<file path="src/rtl/phd_pkg.sv">
package phd_pkg;

  // Strobes from control to datapath
  typedef struct packed {
    logic capture;    // a synchronized comparator edge was seen
    logic loadCount;  // reference count stepped, sample it
  } phdCtlT;

  localparam logic [6:0] SEG_DASH = 7'b0000001;

  // Active-high segments, bit 6 = a ... bit 0 = g
  function automatic logic [6:0] digitSeg(input logic [3:0] d);
    logic [6:0] s;
    case (d)
      4'd0:    s = 7'b1111110;
      4'd1:    s = 7'b0110000;
      4'd2:    s = 7'b1101101;
      4'd3:    s = 7'b1111001;
      4'd4:    s = 7'b0110011;
      4'd5:    s = 7'b1011011;
      4'd6:    s = 7'b1011111;
      4'd7:    s = 7'b1110000;
      4'd8:    s = 7'b1111111;
      4'd9:    s = 7'b1111011;
      default: s = SEG_DASH;
    endcase
    return s;
  endfunction

endpackage

</file>
<file path="src/rtl/phd_ctrl.sv">
module phd_ctrl
  import phd_pkg::*;
(
  input  logic   clk,
  input  logic   rstN,
  input  logic   cmpAsync,
  input  logic   stepStrobe,
  output phdCtlT ctl
);

  logic [1:0] syncQ;   // two-flop synchronizer
  logic       prevQ;   // previous synchronized level

  always_ff @(posedge clk) begin
    if (!rstN) begin
      syncQ <= '0;
      prevQ <= 1'b0;
    end else begin
      syncQ <= {syncQ[0], cmpAsync};
      prevQ <= syncQ[1];
    end
  end

  // Either direction of change is a crossing
  always_comb begin
    ctl.capture   = syncQ[1] ^ prevQ;
    ctl.loadCount = stepStrobe;
  end

endmodule

</file>
<file path="src/rtl/phd_binmap.sv">
module phd_binmap
  import phd_pkg::*;
#(
  parameter int HEIGHT_W = 8,
  parameter int NUM_BINS = 8,
  parameter int BIN_W    = $clog2(NUM_BINS + 1)
) (
  input  logic [HEIGHT_W-1:0] heightIn,
  output logic [BIN_W-1:0]    binOut,
  output logic [6:0]          segOut
);

  localparam int SPAN  = (2 ** HEIGHT_W) / NUM_BINS;
  localparam int SHIFT = $clog2(SPAN);

  logic [HEIGHT_W-1:0] belowH;
  logic [HEIGHT_W-1:0] shifted;

  always_comb begin
    belowH  = heightIn - {{(HEIGHT_W-1){1'b0}}, 1'b1};
    shifted = belowH >> SHIFT;
    if (heightIn == '0) binOut = BIN_W'(1);
    else                binOut = BIN_W'(shifted) + BIN_W'(1);
  end

  // Display variant picked by bin count
  generate
    if (NUM_BINS <= 9) begin : g_digitOnly
      assign segOut = digitSeg(4'(binOut));
    end else begin : g_withDash
      assign segOut = (binOut <= BIN_W'(9)) ? digitSeg(4'(binOut)) : SEG_DASH;
    end
  endgenerate

endmodule

</file>
<file path="src/rtl/phd_datapath.sv">
module phd_datapath
  import phd_pkg::*;
#(
  parameter int HEIGHT_W = 8,
  parameter int NUM_BINS = 8,
  parameter int BIN_W    = $clog2(NUM_BINS + 1)
) (
  input  logic                clk,
  input  logic                rstN,
  input  phdCtlT              ctl,
  input  logic [HEIGHT_W-1:0] refCount,
  output logic [HEIGHT_W-1:0] height,
  output logic                heightValid,
  output logic [BIN_W-1:0]    binIndex,
  output logic [6:0]          segments
);

  logic [HEIGHT_W-1:0] countQ;
  logic [BIN_W-1:0]    binNext;
  logic [6:0]          segNext;

  always_ff @(posedge clk) begin
    if (!rstN) countQ <= '0;
    else if (ctl.loadCount) countQ <= refCount;
  end

  phd_binmap #(.HEIGHT_W(HEIGHT_W), .NUM_BINS(NUM_BINS), .BIN_W(BIN_W)) u_binmap (
    .heightIn(countQ),
    .binOut  (binNext),
    .segOut  (segNext)
  );

  always_ff @(posedge clk) begin
    if (!rstN) begin
      height      <= '0;
      binIndex    <= BIN_W'(1);
      segments    <= digitSeg(4'd1);
      heightValid <= 1'b0;
    end else begin
      heightValid <= ctl.capture;
      if (ctl.capture) begin
        height   <= countQ;
        binIndex <= binNext;
        segments <= segNext;
      end
    end
  end

endmodule

</file>
<file path="src/rtl/phd_height_decoder.sv">
module phd_height_decoder
  import phd_pkg::*;
#(
  parameter  int HEIGHT_W = 8,
  parameter  int NUM_BINS = 8,
  localparam int BIN_W    = $clog2(NUM_BINS + 1)
) (
  input  logic                clk,
  input  logic                rstN,
  input  logic                cmpAsync,
  input  logic [HEIGHT_W-1:0] refCount,
  input  logic                stepStrobe,
  output logic [HEIGHT_W-1:0] height,
  output logic                heightValid,
  output logic [BIN_W-1:0]    binIndex,
  output logic [6:0]          segments
);

  phdCtlT ctl;

  phd_ctrl u_ctrl (
    .clk       (clk),
    .rstN      (rstN),
    .cmpAsync  (cmpAsync),
    .stepStrobe(stepStrobe),
    .ctl       (ctl)
  );

  phd_datapath #(.HEIGHT_W(HEIGHT_W), .NUM_BINS(NUM_BINS), .BIN_W(BIN_W)) u_dp (
    .clk        (clk),
    .rstN       (rstN),
    .ctl        (ctl),
    .refCount   (refCount),
    .height     (height),
    .heightValid(heightValid),
    .binIndex   (binIndex),
    .segments   (segments)
  );

endmodule

</file>
<file path="config.mk">
export PLATFORM = sky130hd
export DESIGN_NAME = phd_height_decoder
export DESIGN_NICKNAME = d
export VERILOG_FILES = /design/src/rtl/phd_pkg.sv /design/src/rtl/phd_ctrl.sv /design/src/rtl/phd_binmap.sv /design/src/rtl/phd_datapath.sv /design/src/rtl/phd_height_decoder.sv
export SDC_FILE = /design/constraint.sdc
export NUM_CORES = 1
export LEC_CHECK = 0
export ABC_AREA = 0
export BUFFER_PORTS_ARGS = -buffer_cell sky130_fd_sc_hd__buf_2
export CAP_MARGIN = 5
export CORE_AREA = 4 4 60 62
export DETAILED_ROUTE_END_ITERATION = 7
export DIE_AREA = 0 0 64 66
export GPL_ROUTABILITY_DRIVEN = 0
export PLACE_DENSITY = 0.74
export SLEW_MARGIN = 10
export SYNTH_ARGS = -nofsm -noshare
export SYNTH_HDL_FRONTEND = slang
export SYNTH_SLANG_ARGS = --single-unit
</file>
<file path="constraint.sdc">
create_clock -name clk -period 3.44 [get_ports clk]
set_input_delay 0.86 -clock clk [delete_from_list [all_inputs] [get_ports clk]]
set_output_delay 0.86 -clock clk [all_outputs]
set_load 0.01 [all_outputs]
</file>
==> flow_summary.yaml <==
status:
  status: "completed"
die:
  coreArea_sq_mm: 0.00303
  start_util_pct: 53.1
  die_h_um: 66
  dieWidth_um: 64
  rows: 20
  dieArea_sq_mm: 0.00422
  top_level_ports: 32
layout:
  drive_gt1_share_pct: 23.1
  mostFrequentLayoutCells: "nand2_1 (32), buf_2 (31), dfxtp_1 (31), nor2b_1 (10), mux2i_1 (9)"
  final_common_cell: "nand2_1"
  diodes: 0
  stdcell_count: 256
  fin_nets: 230
  syn2layout_area_growth_pct: 15.8
setup_path:
  rr_worst_depth: 14
  cp-end-kind: "flip-flop"
  cp_max_fo: 10
  cp.arrival_ns: 3.38
  cp-start-kind: "flip-flop"
  rrSetupSlack_ns: 0.29
  rr_startpoint: "u_dp.countQ[0]$_SDFFE_PN0P_"
  crit_buf_inv: 2
  reg2reg_to: "u_dp.segments[1]$_SDFFE_PN0P_"
  worstPathRequired_ns: 3.67
  path_delay_family: "compound AO/OA/AOI/OAI gates"
  path_class: "reg -> reg"
  cp_slowest_stage_delay_ns: 0.45
  slowest_stage: "or3_4"
  critical_path.cell_chain: "or3_4 -> or3_4 -> nand2_1 -> o21ai_0 -> ha_1 -> inv_1 -> a21o_1 -> inv_1 -> ha_1 -> nor2_1 -> a211oi_1 -> a31oi_1 -> a211oi_1 -> o31ai_1"
logic_synthesis:
  synth.distinct_cells: 47
  syn_inst: 183
  netlist_area_sq_mm: 0.00161
  ys_seq_area_share_pct: 38.6
  ys_ff_latch: 31
  synth-async-reset-ratio_pct: 0
  yosysTopAreaCell: "dfxtp_1"
  synth_edf_count: 0
  ys.flop_type: "dfxtp_1"
  syn_avg_cell_area_sq_um: 8.79
  synth.area.top_cells: "dfxtp_1 (39%), nand2_1 (7.5%), mux2i_1 (5.6%), ha_1 (5.4%), nor2b_1 (3.9%)"
  syn-num-nets: 202
  synth_top_area_share_pct: 38.6
  ys_warn_count: 0
routing:
  avgRoutedWirePerCell_um: 14.2
  drt_iter0_markers: 103
  wirelength_um: 3650
  ant_nets: 0
  drt_first_pass_iters: 4
  viasPerCell: 5.43
  routed-via-count: 1391
  drc: 0
placement:
  placed_cells: 248
  dp_slack_ns: 0.242
  io_buffers: 31
  post-dp-hpwl_um: 2630
cts:
  clk_pin_slew_ns: 0.11
  cts_root_buf: "clkbuf_4"
  cts_sinks: 31
  cts_max_path_buffers: 2
  cts_buffers: 5
  cts_htree_levels: 2
  cts_tree: "built"
  clock_latency_ns: 0.34
  cts_setup_buffers: 0
grt:
  grtUsageTotal_pct: 18.5
  antenna_found_initial: 0
  grt_pass1_wl_um: 6130
  grt-ovfl-total: 0
  grt_pass1_vias: 1366
  grt_max_degree: 32
pwr:
  powerDensity_mw_per_mm2: 452
  clkPwrFrac_pct: 29.5
  p_sw_uw: 264
  irDropWorstVdd_v: 0.000261
  netSwitchingFraction_pct: 31.4
  combPwrFrac_pct: 23.8
  power_frac_seq_pct: 46.7
  p_int_uw: 577
  p_leak_uw: 0.000834
min_path:
  hold_path_depth: 1
  hp-class: "reg -> reg"
  hp-start: "u_ctrl.syncQ[0]$_SDFF_PN0_"
  holdPathEnd: "u_ctrl.syncQ[1]$_SDFF_PN0_"
sta:
  final_max_slew_viol_count: 0
  grt_setup_unrepaired: "false"
  tns_ns: 0
  clock.fmax_ghz: 0.318
  hold_viol_final: 0
  setup_viol: 0
  fin_crit_ns: 3.15
  worst_pin_slew_ns: 0.827
  maxSlewHeadroom_pct: 44.5
  finClkSkew_ns: 0.0134
  post-route-period-util_pct: 91.5
  setup_ws_ns: 0.292
job:
  maxCapViolCount: 0
[layout make-up]
cell class | instances | area [sq um]
sequential | 31 | 621
fill | 280 | 1170
clock inverter | 1 | 7.51
tap | 44 | 55.1
multi-input combinational | 133 | 913
timing repair buffer | 34 | 178
inverter | 6 | 22.5
clock buffer | 7 | 65.1
[flip-flops by register name, summed over array words and instances (netlist names)]
name	cells
u_dp.height	8
u_ctrl.syncQ	2
u_dp.countQ	8
u_dp.heightValid	1
u_ctrl.prevQ	1
u_dp.binIndex	4
u_dp.segments	7
[cell families (layout without fill, tap and decap cells)]
| family | after synthesis | in the layout | share of synthesized area, % |
|---|---|---|---|
| AOI/OAI and AO/OA | 42 | 42 | 21.3 |
| xor gates and xnor gates | 2 | 2 | 1.09 |
| adders and majority gates | 7 | 7 | 5.45 |
| buffers and inverters | 19 | 48 | 4.90 |
| DFF | 31 | 31 | 38.6 |
| muxes | 10 | 10 | 6.30 |
| and+or+nand+nor | 72 | 72 | 22.3 |
[cell usage after synthesis, drive strengths merged, types with 3 or more instances]
cell type,instances
and3,3
nand3,3
a21oi,3
nand2,32
mux2i,9
o21ai,9
nor2b,10
nor3,3
nor2,7
and2,5
inv,6
ha,7
o31ai,3
a21boi,8
buf,4
dfxtp,31
clkbuf,9
[through the flow]
step                cell area [sq um]  total power [uW]  utilization (%)  hold WS, ns
detailed placement               1780               598             58.9        0.435
floorplan                        1610               547                -        0.412
global route                     1860               893             61.5        0.488
global placement                 1780               589             58.9        0.421
CTS                              1860               843             61.3        0.468
finish                           1860               841             61.5        0.462
[routing by layer]
| metal | GRT usage (%) | part of all wire, % | vias up |
|---|---|---|---|
| li1 | - | - | 694 |
| met1 | 22.7 | 45 | 655 |
| met2 | 31.0 | 49 | 34 |
| met3 | 4.59 | 4.1 | 8 |
| met4 | 7.28 | 1.9 | 0 |
| met5 | 0 | 0 | - |
[worst register-to-register path, stage by stage, from the launching register on]
cell and delay, ns:
dfxtp_1 0.34, or3_4 0.45, or3_4 0.39, nand2_1 0.08, o21ai_0 0.08, ha_1 0.32, inv_1 0.07, a21o_1 0.24
inv_1 0.14, ha_1 0.20, nor2_1 0.07, a211oi_1 0.23, a31oi_1 0.06, a211oi_1 0.28, o31ai_1 0.10
[power groups by stage]
| stage | logic (uW) | clock network (uW) | registers, uW |
|---|---|---|---|
| 5_1_grt | 222 | 276 | 396 |
| 3_3_place_gp | 189 | 0 | 400 |
| 4_1_cts | 197 | 253 | 393 |
| 2_1_floorplan | 145 | 0 | 402 |
| 6_report | 200 | 248 | 393 |
| 3_5_place_dp | 197 | 0 | 401 |
[repair_timing]
action	in CTS	in global routing
setup endpoints to repair	0	1
resized for setup	0	1
hold buffers	0	0
[worst max path at each step]
| stage | start | endpoint | slack, ns | cells after the start |
|---|---|---|---|---|
| after floorplan | u_dp.countQ[0]$_SDFFE_PN0P_ | u_dp.segments[1]$_SDFFE_PN0P_ | 0.57 | 14 |
| after global placement | u_dp.countQ[0]$_SDFFE_PN0P_ | u_dp.segments[1]$_SDFFE_PN0P_ | 0.42 | 14 |
| after detailed placement | u_dp.countQ[0]$_SDFFE_PN0P_ | u_dp.segments[1]$_SDFFE_PN0P_ | 0.24 | 14 |
| after CTS | u_dp.countQ[0]$_SDFFE_PN0P_ | u_dp.segments[1]$_SDFFE_PN0P_ | 0.24 | 14 |
| after global routing | u_dp.countQ[0]$_SDFFE_PN0P_ | u_dp.segments[1]$_SDFFE_PN0P_ | 0.11 | 14 |
| final | u_dp.countQ[0]$_SDFFE_PN0P_ | u_dp.segments[1]$_SDFFE_PN0P_ | 0.29 | 14 |
(Power assumes the default switching activity.)
